`src/rtl/mbist_seq.sv`:
```
`timescale 1ns/1ps
module mbist_seq #(
  parameter int NARR = 3,
  parameter int AW = 4,
  parameter int DW = 8,
  parameter int TW = 3,
  parameter int TDW = 12,
  parameter int RW = 4,
  parameter logic [15:0] SIG_EXP = 16'h0000
) (
  input  logic                 clk,
  input  logic                 rst,
  input  logic                 init,
  input  logic                 run_bist,
  input  logic                 snoop_req,
  output logic [AW-1:0]        arr_addr,
  output logic                 arr_we,
  output logic [DW-1:0]        arr_wdata,
  input  logic [NARR*DW-1:0]   arr_rdata,
  output logic [TW-1:0]        tlb_addr,
  output logic                 tlb_we,
  output logic [TDW-1:0]       tlb_wdata,
  input  logic [TDW-1:0]       tlb_rdata,
  output logic [RW-1:0]        rom_addr,
  input  logic [15:0]          rom_rdata,
  output logic                 busy,
  output logic                 done,
  output logic                 pass,
  output logic [NARR+1:0]      fail,
  output logic                 snoop_block,
  output logic                 snoop_viol
);
  localparam int MAW = (AW > TW) ? AW : TW;
  localparam int NF = NARR + 2;

  typedef enum logic [1:0] {S_IDLE, S_PH1, S_PH2_TLB, S_DONE} st_t;

  st_t            st;
  logic           init_q, ran, mdone, rdone, op, viol;
  logic [2:0]     el;
  logic [MAW-1:0] a;
  logic [RW-1:0]  ra;
  logic [15:0]    sig;
  logic [NF-1:0]  fl;
  logic [NARR-1:0] amis;

  wire desc = (el == 3'd3) || (el == 3'd4);
  wire rdv  = (el == 3'd2) || (el == 3'd4);
  wire wrv  = (el == 3'd1) || (el == 3'd3);
  wire [MAW-1:0] last  = (st == S_PH1) ? MAW'({AW{1'b1}}) : MAW'({TW{1'b1}});
  wire [MAW-1:0] a_end = desc ? '0 : last;
  wire step_addr = op || (el == 3'd5);
  wire eng_on = (st == S_PH1 && !mdone) || st == S_PH2_TLB;
  wire launch = (st == S_IDLE && init_q) || (st == S_DONE && run_bist);
  wire [15:0] sig_nx = {sig[14:0], 1'b0} ^ (sig[15] ? 16'h1021 : 16'h0000) ^ rom_rdata;
  wire tmis = tlb_rdata != {TDW{rdv}};

  for (genvar i = 0; i < NARR; i++) begin : g_cmp
    assign amis[i] = arr_rdata[i*DW +: DW] != {DW{rdv}};
  end

  always_ff @(posedge clk) begin
    if (rst) begin
      st <= S_IDLE; init_q <= init; ran <= 1'b0; mdone <= 1'b0; rdone <= 1'b0;
      op <= 1'b1; el <= '0; a <= '0; ra <= '0; sig <= 16'hFFFF; fl <= '0; viol <= 1'b0;
    end else begin
      if (busy && snoop_req) viol <= 1'b1;
      if (launch) begin
        st <= S_PH1; ran <= 1'b1; mdone <= 1'b0; rdone <= 1'b0; op <= 1'b1;
        el <= '0; a <= '0; ra <= '0; sig <= 16'hFFFF; fl <= '0; viol <= 1'b0;
      end else if (st == S_IDLE) begin
        st <= S_DONE;
      end else begin
        if (st == S_PH1 && !rdone) begin
          sig <= sig_nx;
          ra  <= ra + 1'b1;
          if (&ra) begin
            rdone    <= 1'b1;
            fl[NARR] <= sig_nx != SIG_EXP;
          end
        end
        if (eng_on) begin
          if (!op) begin
            if (st == S_PH1) fl[NARR-1:0] <= fl[NARR-1:0] | amis;
            else if (tmis) fl[NARR+1] <= 1'b1;
          end
          if (step_addr) begin
            if (a == a_end) begin
              if (el == 3'd5) begin
                if (st == S_PH1) mdone <= 1'b1;
                else st <= S_DONE;
              end else begin
                el <= el + 1'b1;
                a  <= (el == 3'd2 || el == 3'd3) ? last : '0;
                op <= 1'b0;
              end
            end else begin
              a  <= desc ? a - 1'b1 : a + 1'b1;
              op <= (el == 3'd0);
            end
          end else begin
            op <= 1'b1;
          end
        end
        if (st == S_PH1 && mdone && rdone) begin
          st <= S_PH2_TLB; el <= '0; a <= '0; op <= 1'b1;
        end
      end
    end
  end

  assign arr_addr    = a[AW-1:0];
  assign arr_we      = st == S_PH1 && !mdone && op;
  assign arr_wdata   = {DW{wrv}};
  assign tlb_addr    = a[TW-1:0];
  assign tlb_we      = st == S_PH2_TLB && op;
  assign tlb_wdata   = {TDW{wrv}};
  assign rom_addr    = ra;
  assign busy        = st == S_PH1 || st == S_PH2_TLB;
  assign done        = st == S_DONE;
  assign pass        = done && ran && !(|fl);
  assign fail        = fl;
  assign snoop_block = busy;
  assign snoop_viol  = viol;
endmodule

```
`config.mk`:
```
export PLATFORM = sky130hd
export DESIGN_NAME = mbist_seq
export DESIGN_NICKNAME = d
export VERILOG_FILES = /design/src/rtl/mbist_seq.sv
export SDC_FILE = /design/constraint.sdc
export NUM_CORES = 1
export LEC_CHECK = 0
export BUFFER_PORTS_ARGS = -buffer_cell sky130_fd_sc_hd__buf_2
export CAP_MARGIN = 20
export CORE_ASPECT_RATIO = 0.5
export CORE_MARGIN = 1
export CORE_UTILIZATION = 42
export CTS_CLUSTER_DIAMETER = 30
export CTS_CLUSTER_SIZE = 25
export DETAILED_ROUTE_END_ITERATION = 8
export GPL_TIMING_DRIVEN = 0
export PLACE_DENSITY_LB_ADDON = 0.3
export SLEW_MARGIN = 20
export SYNTH_ARGS = -nofsm -noshare
export SYNTH_HDL_FRONTEND = slang
export SYNTH_SLANG_ARGS = --single-unit
```
`constraint.sdc`:
```
create_clock -name clk -period 3.2 [get_ports clk]
set_input_delay 0.16 -clock clk [delete_from_list [all_inputs] [get_ports clk]]
set_output_delay 0.16 -clock clk [all_outputs]
set_load 0.02 [all_outputs]
```
; After elaboration in Yosys (flattened, before gate mapping)
; Index checks and enable logic that the tools add are counted.
[totals]
output_inout_bits = 43
input_bits = 57
word_cells = 119
register_bits = 40
[op_classes]
add_sub_neg = 4
muxes = 28
bitwise_logic = 6
eq_ne = 18
reduce_logical = 48
[op_table]
columns = operator, n
row1 = two-way mux 4 bit, 9
row2 = inequality test 8 bit, 3
row3 = AND reduction 5 bit, 4
row4 = nonzero test 16 bit, 1
row5 = nonzero test 4 bit, 4
row6 = bitwise XOR 16 x 13 -> 16 bit, 1
row7 = bitwise XOR 16 bit, 1
row8 = two-way mux 3 bit, 5
row9 = two-way mux 2 bit, 7
row10 = two-way mux 13 bit, 1
row11 = inequality test 12 bit, 1
row12 = AND reduction 6 bit, 2
row13 = nonzero test 3 bit, 4
row14 = logical AND 1 bit, 11
row15 = adder 4 x 1 -> 4 bit (second input constant), 2
row16 = logical OR 1 bit, 8
row17 = AND reduction 4 bit, 2
row18 = == test 3 x 2 -> 1 bit (second input constant), 2
row19 = == test 3 bit (second input constant), 2
row20 = two-way mux 1 bit, 6
row21 = nonzero test 2 bit, 3
row22 = OR reduction 5 bit, 1
row23 = == test 2 bit (second input constant), 2
row24 = == test 4 bit, 1
row25 = other kinds (17), 21

; Longest topological paths before layout
; Gate-level depths: netlist of the first run.
[logic_depth]
word_depth = 10
ltp_mapped = 9
ltp_nobuf = 9

; Worst setup path before layout of the first run
; OpenSTA, ideal clock, no wires.
[synth_timing]
kind = reg-to-reg
startpoint = register el[0]
endpoint = register st[0]
stages_incl_launch_ff = 10
setup_ps = 70
path_slack_ps = 867
n_path_buf = 0
required_time_ps = 3130
t_arrival_ps = 2263
path_cell_list = dfxtp_1 -> inv_1 -> ha_1 -> mux2_2 -> ha_1 -> and2_0 -> nand2_1 -> a2111oi_2 -> o21ai_1 -> a21oi_1
[synth_via]
elab_chain_cells = 6
[synth_lines]
columns = element, line
row1 = from (decl), 40  ; logic [2:0] el;
row2 = from (signal assigned), 93  ; el <= el + 1'b1;
row3 = == test 3 x 2 -> 1 bit / == test 3 bit (equally long branches), 47  ; wire desc = (el == 3'd3) || (el == 3'd4);
row4 = logical OR 1 bit, 47
row5 = two-way mux 4 bit, 51  ; wire [MAW-1:0] a_end = desc ? '0 : last;
row6 = == test 4 bit, 88  ; if (a == a_end) begin
row7 = nonzero test 4 bit (no source line), n/a
row8 = AND reduction 5 bit (no source line) (*), n/a
row9 = to (signal assigned), 64  ; st <= S_IDLE; init_q <= init; ran <= 1'b0; mdone <= 1'b0; rdone <= 1'b0;
row10 = to (signal assigned), 69  ; st <= S_PH1; ran <= 1'b1; mdone <= 1'b0; rdone <= 1'b0; op <= 1'b1;
row11 = to (signal assigned), 91  ; else st <= S_DONE;
row12 = to (decl), 38  ; st_t st;
; Mark *: on every way between the ends. The rest lies on a longest branch, timed or not.
; A chain may end at the register's enable or synchronous reset.

; Worst setup path in the final report of the first run
; Ends and elaborated chain as after synthesis.

==> impl_metrics.csv, run 1 <==
group,metric,value,unit
synth,synthCells,303,
sta,hold_violations,0,
worst_hold_path,hold_start,"init",
sta,rsz0062_at_grt,"no",
clock_tree,clkSinkCount,40,
synth,avgSynthCellArea,8.80,um2
routing,dr.pass1.iters,4,
global_routing,grt_pass1_vias,2311,
placed_design,port_buffers,99,
synth,synth_warnings,0,
global_routing,grt_overflow,0,
clock_tree,h-tree-depth,2,
sta,setup-tns-final,0,ns
routing,ant_nets,0,
clock_tree,postCtsSetupBuffers,0,
clock_tree,cts_tree,"done",
clock_tree,ctsResizeCount,0,
power_and_ir_drop,seq_power_share,0.395,
power_and_ir_drop,combinationalPowerShare,0.267,
global_routing,grt_max_degree,21,
clock_tree,clkTransAtPathRegs,0.05,ns
routing,wl_per_cell,12.5,um
routing,drc_errors,0,
synth,ys.flop_type,"dfxtp_1",
placed_design,hpwl,4810,um
global_routing,antenna_found_initial,0,
finish,fillCellCount,577,
placed_design,gp_congestion,0.816,
sta,slew_headroom,0.491,
sta,finalCritPeriodShare,0.864,
clock_tree,clockBufferDepth,2,
worst_setup_path,arrival,2.98,ns
power_and_ir_drop,intPower,981,uW
worst_setup_path,reg2reg_to,"st[0]$_SDFFE_PP0P_",
worst_hold_path,holdPathStages,1,
power_and_ir_drop,pwr-share-clk,0.338,
power_and_ir_drop,power.share.switching,0.313,
synth,synth.distinct_cells,57,
worst_setup_path,rrSetupSlack,0.43,ns
sta,skew,0.00528,ns
worst_setup_path,worstRegToRegCells,9,
clock_tree,cts_hold_buf,0,
routing,drt_wl_total,6210,um
global_routing,grt_pass1_wl,10400,um
worst_hold_path,hp-class,"in -> reg",
routing,num_vias,2505,
floorplanning,die_x,115,um
power_and_ir_drop,p_sw,448,uW
floorplanning,rows,20,
job,max_cap_viol_count,0,
sta,fmax,362,MHz
worst_setup_path,critPathKind,"reg -> reg",
worst_setup_path,crit_fanout,6,
floorplanning,die_height,58.3,um
power_and_ir_drop,p_leak,1.54,nW
sta,worst_pin_slew,0.764,ns
worst_setup_path,cp-end-kind,"register",
clock_tree,cts_root_buf,"clkbuf_16",
synth,syn_nets,374,
worst_setup_path,r2r_start,"el[0]$_SDFFE_PP0P_",
floorplanning,die-area,6690,um2
finish,syn_to_final_growth,27.9,%
worst_hold_path,worstHoldEndpoint,"init_q$_DFFE_PP_",
global_routing,grt_use_total,0.199,
outcome,status,"complete, no violations",
placed_design,placed_area,3270,um2
synth,synth-edff-count,1,
worst_setup_path,required,3.42,ns
sta,setup_viol,0,
floorplanning,start_util,0.436,
sta,hold_slack,0.0596,ns
worst_setup_path,start_kind,"register",
power_and_ir_drop,peakVddDrop,0.226,mV
floorplanning,core_area,6110,um2
finish,num_antenna_cells,0,
synth,netlist_area,2670,um2
routing,viasPerCell,5.04,
finish,drive_gt1_frac,0.369,
finish,nets,480,
synth,yosysSeqAreaShare,0.304,
clock_tree,clock_latency,0.29,ns
clock_tree,numCtsBuffers,5,
power_and_ir_drop,p_per_area,419,nW/um2
synth,yosys_register_bits,40,
synth,async_flop_share,0,
routing,drtIter0Drc,86,
finish,final_area,3410,um2
floorplanning,io-pin-count,100,
sta,min_period,2.77,ns
sta,drv_slew,0,
==> critical path: stages, from the launching register on <==
cell and delay (ns):
dfxtp_1 0.40, inv_1 0.15, ha_1 0.25, mux2_2 0.31, ha_1 0.35, and2_0 0.32, nand2_1 0.18, a2111oi_2 0.48
o21ai_1 0.10, a21oi_1 0.14
==> cells by family (layout without fill, tap and decap cells) <==
family | count (synthesis) | count (layout) | share of synthesized area
buffers and inverters | 44 | 150 | 0.118
AO/OA/AOI/OAI | 69 | 69 | 0.197
flip-flops | 40 | 40 | 0.304
XOR/XNOR | 22 | 22 | 0.0723
AND/OR/NAND/NOR | 106 | 106 | 0.200
adder cells (fa/ha/maj) | 14 | 14 | 0.0685
multiplexers | 8 | 8 | 0.0390
==> synthesized netlist by cell type (2+ instances only) <==
master,number,area share
a221oi_1,3,0.0099
and2_1,5,0.012
o31ai_1,2,0.0056
a21oi_1,12,0.023
a31oi_1,6,0.014
and3_1,2,0.0047
o21ai_0,5,0.0094
ha_1,13,0.061
dfxtp_1,39,0.29
mux2i_1,4,0.015
nor3b_1,2,0.0056
nand2_1,32,0.045
a211oi_1,2,0.0056
or3_1,3,0.0070
o2bb2ai_1,3,0.0099
o211ai_1,14,0.039
xor2_1,7,0.023
a41oi_1,2,0.0066
nand3_1,9,0.017
clkbuf_8,6,0.031
mux2_4,2,0.011
buf_4,24,0.068
nor2_1,20,0.028
a21oi_2,3,0.0099
nor4_1,13,0.031
clkbuf_1,6,0.0085
inv_1,8,0.011
nand4_1,12,0.028
nand2b_1,2,0.0047
xnor2_1,15,0.049
==> layout make-up <==
class,instances,area [um2],area share
Multi-Input combinational cell,219,1540,0.452
Timing Repair Buffer,99,495,0.145
Buffer,36,285,0.0837
Inverter,8,30.0,0.00881
Clock buffer,5,125,0.0367
Clock inverter,2,11.3,0.00330
Sequential cell,40,811,0.238
Tap cell,88,110,0.0323
==> layer usage <==
| metal | global-route usage | up-vias | wire (um) |
|---|---|---|---|
| met4 | 0.0538 | 0 | 69 |
| met2 | 0.345 | 52 | 2860 |
| met5 | 0 | - | 0 |
| li1 | - | 1303 | - |
| met1 | 0.251 | 1140 | 3030 |
| met3 | 0.0505 | 10 | 244 |
==> sequential cells by signal, summed over array words and instances, names as in the netlist <==
| name | cells |
|---|---|
| sig | 16 |
| fail | 5 |
| arr_addr | 4 |
| rom_addr | 4 |
| el | 3 |
| st | 2 |
| init_q | 1 |
| mdone | 1 |
| op | 1 |
| ran | 1 |
| rdone | 1 |
| snoop_viol | 1 |
==> how the worst max path moves through the flow <==
stage	from	end	slack, ns	cells past startpoint
global placement	el[0]$_SDFFE_PP0P_	st[0]$_SDFFE_PP0P_	0.50	9
global route	el[0]$_SDFFE_PP0P_	st[0]$_SDFFE_PP0P_	0.23	9
CTS	el[0]$_SDFFE_PP0P_	st[0]$_SDFFE_PP0P_	0.47	9
floorplan	el[0]$_SDFFE_PP0P_	st[0]$_SDFFE_PP0P_	0.87	9
finish	el[0]$_SDFFE_PP0P_	st[0]$_SDFFE_PP0P_	0.43	9
detailed placement	el[0]$_SDFFE_PP0P_	st[0]$_SDFFE_PP0P_	0.50	9
==> through the flow <==
step / power [mW] / std cells / setup slack (ns) / utilization
global placement: 0.950 / 490 / 0.498 / 0.536
finish: 1.43 / 497 / 0.435 / 0.558
CTS: 1.44 / 497 / 0.472 / 0.558
floorplan: 0.839 / 303 / 0.867 / -
global route: 1.51 / 497 / 0.231 / 0.558
detailed placement: 0.954 / 490 / 0.501 / 0.536
==> power groups by stage <==
| stage | combinational (mW) | clock (mW) | sequential (mW) |
|---|---|---|---|
| floorplan | 0.262 | 0 | 0.577 |
| global placement | 0.375 | 0 | 0.575 |
| detailed placement | 0.379 | 0 | 0.575 |
| CTS | 0.382 | 0.496 | 0.564 |
| global route | 0.426 | 0.515 | 0.568 |
| finish | 0.382 | 0.483 | 0.564 |
==> layout by cell type (no fill, tap or decap), drive strengths merged, types with 2 or more instances in the layout <==
master   instances
a211oi           3
a21o             2
a21oi           15
a221oi           4
a31oi            6
a41oi            2
and2             6
and3             2
buf            123
clkbuf          17
dfxtp           39
ha              13
inv              9
mux2             3
mux2i            5
nand2           32
nand2b           2
nand3            9
nand4           13
nor2            20
nor3b            2
nor4            13
o211ai          14
o21ai            6
o22ai            2
o2bb2ai          3
o31ai            2
or3              3
xnor2           15
xor2             7
Note: power is estimated with default switching activity, not from simulation.
==> run 2: changes to the inputs <==
--- a/config.mk
+++ b/config.mk
@@ -5,7 +5,7 @@
 export SDC_FILE = /design/constraint.sdc
 export NUM_CORES = 1
 export LEC_CHECK = 0
-export BUFFER_PORTS_ARGS = -buffer_cell sky130_fd_sc_hd__buf_2
+export BUFFER_PORTS_ARGS = -buffer_cell sky130_fd_sc_hd__clkbuf_2
 export CAP_MARGIN = 20
 export CORE_ASPECT_RATIO = 0.5
 export CORE_MARGIN = 1
==> impl_metrics.csv, run 2 (synthesized netlist as in run 1, its figures left out) <==
group,metric,value,unit
clock_tree,clkTransAtPathRegs,0.06,ns
sta,setup_viol,0,
routing,drt_wl_total,6320,um
finish,drive_gt1_frac,0.371,
power_and_ir_drop,finalPower,1.55,mW
global_routing,grt_max_degree,21,
routing,wl_per_cell,12.7,um
clock_tree,clkSinkCount,40,
floorplanning,core_area,6110,um2
worst_setup_path,cp-end-kind,"register",
worst_setup_path,start_kind,"register",
sta,setup-tns-final,0,ns
worst_setup_path,slowest_delay,0.45,ns
placed_design,hpwl,4920,um
routing,viasPerCell,5.09,
sta,hold_slack,0.0468,ns
finish,num_antenna_cells,0,
clock_tree,numCtsBuffers,5,
power_and_ir_drop,p_leak,1.53,nW
sta,drv_slew,0,
finish,stdcell_count,498,
floorplanning,start_util,0.436,
placed_design,port_buffers,99,
sta,min_period,2.76,ns
global_routing,antenna_found_initial,0,
finish,syn_to_final_growth,29.5,%
floorplanning,die_x,115,um
routing,ant_nets,0,
finish,final_common_cell,"clkbuf_2",
floorplanning,io-pin-count,100,
global_routing,grt_use_total,0.201,
floorplanning,rows,20,
finish,most-common-layout-cells,"clkbuf_2 (99), dfxtp_1 (39), nand2_1 (32)",
worst_setup_path,cp_common_cell,"ha_1",
worst_setup_path,required,3.42,ns
sta,rsz0062_at_grt,"no",
clock_tree,postCtsSetupBuffers,0,
finish,largest-register,"sig",
placed_design,placed_cells,490,
routing,dr.pass1.iters,4,
worst_setup_path,arrival,2.98,ns
floorplanning,die_height,58.3,um
sta,skew,0.00403,ns
global_routing,grt_pass1_wl,10400,um
clock_tree,cts_tree,"done",
worst_setup_path,critPathKind,"reg -> reg",
sta,hold_violations,0,
worst_setup_path,crit_fanout,6,
power_and_ir_drop,p_per_area,450,nW/um2
sta,finalCritPeriodShare,0.864,
worst_setup_path,path_cells,"inv_1 > ha_1 > mux2_2 > ha_1 > and2_0 > nand2_1 > a2111oi_2 > o21ai_1 > a21oi_1",
sta,fmax,362,MHz
worst_hold_path,hp-class,"in -> reg",
routing,num_vias,2534,
finish,nets,480,
power_and_ir_drop,peakVddDrop,0.224,mV
finish,largest_reg_flops,16,
job,max_cap_viol_count,0,
clock_tree,clock_latency,0.29,ns
clock_tree,h-tree-depth,2,
floorplanning,die-area,6690,um2
global_routing,grt_pass1_vias,2296,
global_routing,grt_overflow,0,
finish,final_core_util,0.565,
clock_tree,cts_root_buf,"clkbuf_16",
sta,slew_headroom,0.494,
sta,worst_pin_slew,0.758,ns
worst_setup_path,critPathSlowestCell,"a2111oi_2",
placed_design,gp_congestion,0.816,
clock_tree,clockBufferDepth,2,
routing,drc_errors,0,
clock_tree,ctsResizeCount,0,
clock_tree,cts_hold_buf,0,
outcome,status,"complete, no violations",
routing,drtIter0Drc,88,
[run 2: cell types whose count changed in the layout (fill, tap and decap cells not counted)]
cell / before / now
clkinv_4: 0 / 1
bufinv_16: 0 / 1
clkbuf_8: 6 / 7
buf_2: 99 / 0
clkbuf_2: 0 / 99
inv_4: 1 / 0
clkinv_2: 1 / 0
[run 2: worst paths after layout]
check	startpoint	endpoint	slack, ns	depth (start not counted)
worst min register to register	snoop_viol$_SDFFE_PP0P_	snoop_viol$_SDFFE_PP0P_	0.46	2
worst max-delay path	el[0]$_SDFFE_PP0P_	st[0]$_SDFFE_PP0P_	0.44	9
worst max register to register	el[0]$_SDFFE_PP0P_	st[0]$_SDFFE_PP0P_	0.44	9
worst min-delay path	init	init_q$_DFFE_PP_	0.05	1
[run 2: per-layer routing]
layer / track usage / up-vias / share of wire
met3: 0.0494 / 8 / 0.047
met2: 0.340 / 67 / 0.46
li1: - / 1304 / -
met5: 0 / - / 0
met4: 0.0649 / 0 / 0.010
met1: 0.257 / 1155 / 0.48
[run 2: final cells by class]
class | instances | area, um2
plain buffers | 36 | 285
clock buffers | 6 | 139
clock inverters | 2 | 38.8
fillers | 574 | 2660
inverters | 8 | 30.0
multi-input cells | 219 | 1540
flip-flops and latches | 40 | 811
well taps | 88 | 110
repair buffers | 99 | 495
[run 2: worst max-delay path: cells and delay by family (launching register included)]
family                   cells  cell delay (ns)
AO/OA/AOI/OAI                3             0.69
adder cells (fa/ha/maj)      2             0.62
buffers and inverters        1             0.15
flip-flops                   1             0.41
multiplexers                 1             0.31
AND/OR/NAND/NOR              2             0.50
[run 2: stage by stage]
step	area (um2)	worst slack, ns
floorplan	2670	0.867
global placement	3270	0.490
detailed placement	3270	0.505
CTS	3450	0.482
global route	3450	0.227
finish	3450	0.436
[run 2: power breakdown]
part           internal, mW  switching [mW]
sequential            0.536          0.0297
combinational         0.162           0.220
clock                 0.391           0.216
==> run 3: changes to the inputs <==
--- a/config.mk
+++ b/config.mk
@@ -14,7 +14,7 @@
 export CTS_CLUSTER_SIZE = 25
 export DETAILED_ROUTE_END_ITERATION = 8
 export GPL_TIMING_DRIVEN = 0
-export PLACE_DENSITY_LB_ADDON = 0.3
+export PLACE_DENSITY = 0.7
 export SLEW_MARGIN = 20
 export SYNTH_ARGS = -nofsm -noshare
 export SYNTH_HDL_FRONTEND = slang
==> impl_metrics.csv, run 3 (synthesized netlist as in run 1, its figures left out) <==
group,metric,value,unit
outcome,status,"complete, no violations",
worst_setup_path,required,3.42,ns
finish,most-common-layout-cells,"clkbuf_2 (99), dfxtp_1 (39), nand2_1 (32)",
worst_hold_path,hold_start,"init",
finish,seqCellArea,811,um2
placed_design,hpwl,5100,um
power_and_ir_drop,peakVddDrop,0.330,mV
clock_tree,ctsResizeCount,0,
routing,num_vias,2590,
floorplanning,die_x,115,um
global_routing,antenna_found_initial,0,
sta,slew_headroom,0.514,
sta,fmax,365,MHz
finish,nets,480,
sta,min_period,2.74,ns
routing,ant_nets,0,
routing,drtIter0Drc,61,
power_and_ir_drop,finalPower,1.54,mW
job,max_cap_viol_count,0,
finish,largest-register,"sig",
power_and_ir_drop,p_leak,1.53,nW
power_and_ir_drop,combinationalPowerShare,0.251,
worst_hold_path,worstHoldEndpoint,"init_q$_DFFE_PP_",
floorplanning,start_util,0.436,
worst_setup_path,reg2reg_to,"st[0]$_SDFFE_PP0P_",
routing,wl_per_cell,13.1,um
finish,drive_gt1_frac,0.371,
global_routing,grt_overflow,0,
floorplanning,die-area,6690,um2
floorplanning,io-pin-count,100,
clock_tree,cts_root_buf,"clkbuf_16",
finish,multiInputGateArea,1540,um2
global_routing,grt_pass1_vias,2462,
worst_hold_path,holdPathStages,1,
power_and_ir_drop,power.share.switching,0.304,
routing,dr.pass1.iters,4,
sta,rsz0062_at_grt,"no",
clock_tree,clockBufferDepth,2,
sta,finalCritPeriodShare,0.857,
routing,viasPerCell,5.20,
clock_tree,clkTransAtPathRegs,0.06,ns
placed_design,gp_congestion,0.852,
sta,setup-tns-final,0,ns
placed_design,port_buffers,99,
global_routing,grt_use_total,0.203,
clock_tree,h-tree-depth,2,
sta,drv_slew,0,
global_routing,grt_max_degree,21,
finish,final_common_cell,"clkbuf_2",
finish,final_core_util,0.564,
worst_setup_path,crit_fanout,6,
worst_setup_path,arrival,2.96,ns
clock_tree,cts_hold_buf,0,
worst_hold_path,hp-class,"in -> reg",
power_and_ir_drop,p_sw,468,uW
worst_setup_path,cp-end-kind,"register",
power_and_ir_drop,p_per_area,446,nW/um2
sta,hold_violations,0,
finish,largest_reg_flops,16,
floorplanning,core_area,6110,um2
worst_setup_path,worstRegToRegCells,9,
worst_setup_path,r2r_start,"el[0]$_SDFFE_PP0P_",
finish,num_antenna_cells,0,
power_and_ir_drop,intPower,1.07,mW
worst_setup_path,rrSetupSlack,0.46,ns
clock_tree,cts_tree,"done",
power_and_ir_drop,seq_power_share,0.368,
finish,fillCellCount,568,
sta,worst_pin_slew,0.729,ns
global_routing,grt_pass1_wl,10700,um
floorplanning,die_height,58.3,um
routing,drc_errors,0,
clock_tree,numCtsBuffers,5,
sta,skew,0.00562,ns
worst_setup_path,start_kind,"register",
sta,setup_viol,0,
power_and_ir_drop,pwr-share-clk,0.380,
clock_tree,clkSinkCount,40,
clock_tree,clock_latency,0.28,ns
clock_tree,postCtsSetupBuffers,0,
floorplanning,rows,20,
finish,syn_to_final_growth,29.2,%
routing,drt_wl_total,6530,um
worst_setup_path,critPathKind,"reg -> reg",
[run 3: changes by cell type in the layout (fill, tap and decap cells not counted), sizes merged]
cell    change
inv         +2
clkbuf      -1
clkinv      -1
[run 3: worst max-delay path: stages, from the launching register on]
cell	delay, ns
dfxtp_1	0.41
inv_1	0.14
ha_1	0.25
mux2_2	0.32
ha_1	0.35
and2_0	0.32
nand2_1	0.18
a2111oi_2	0.45
o21ai_1	0.10
a21oi_1	0.15
[run 3: routing by layer]
| metal | share of wire | vias to the layer above | GRT usage |
|---|---|---|---|
| met4 | 0.018 | 0 | 0.0891 |
| li1 | - | 1300 | - |
| met2 | 0.50 | 62 | 0.377 |
| met5 | 0 | - | 0 |
| met1 | 0.44 | 1215 | 0.228 |
| met3 | 0.042 | 13 | 0.0463 |
[run 3: through the flow]
step	instance area, um2	worst slack, ns	std cells	hold WS [ns]
2_1_floorplan	2670	0.867	303	0.229
3_3_place_gp	3270	0.547	490	0.336
3_5_place_dp	3270	0.483	490	0.348
4_1_cts	3440	0.465	498	0.0521
5_1_grt	3440	0.260	498	0.0479
6_report	3440	0.459	498	0.0548
[run 3: area by class of cell]
type	instances	share of cell area
clock buffers	5	0.0363
flip-flops and latches	40	0.235
repair buffers	99	0.144
inverters	8	0.00872
multi-input cells	219	0.448
well taps	88	0.0320
plain buffers	36	0.0828
clock inverters	3	0.0131
[run 3: worst max path at each step]
| stage | cells after the start | slack (ns) | endpoint | start |
|---|---|---|---|---|
| 2_1_floorplan | 9 | 0.87 | st[0]$_SDFFE_PP0P_ | el[0]$_SDFFE_PP0P_ |
| 3_3_place_gp | 9 | 0.55 | st[0]$_SDFFE_PP0P_ | el[0]$_SDFFE_PP0P_ |
| 3_5_place_dp | 9 | 0.48 | st[0]$_SDFFE_PP0P_ | el[0]$_SDFFE_PP0P_ |
| 4_1_cts | 9 | 0.46 | st[0]$_SDFFE_PP0P_ | el[0]$_SDFFE_PP0P_ |
| 5_1_grt | 9 | 0.26 | st[0]$_SDFFE_PP0P_ | el[0]$_SDFFE_PP0P_ |
| 6_report | 9 | 0.46 | st[0]$_SDFFE_PP0P_ | el[0]$_SDFFE_PP0P_ |
[run 3: power groups by stage]
stage	clock, mW	sequential, mW	combinational (mW)
final	0.584	0.566	0.386
after detailed placement	0	0.577	0.383
after global placement	0	0.574	0.374
after floorplan	0	0.577	0.262
after global routing	0.610	0.571	0.425
after CTS	0.594	0.566	0.387
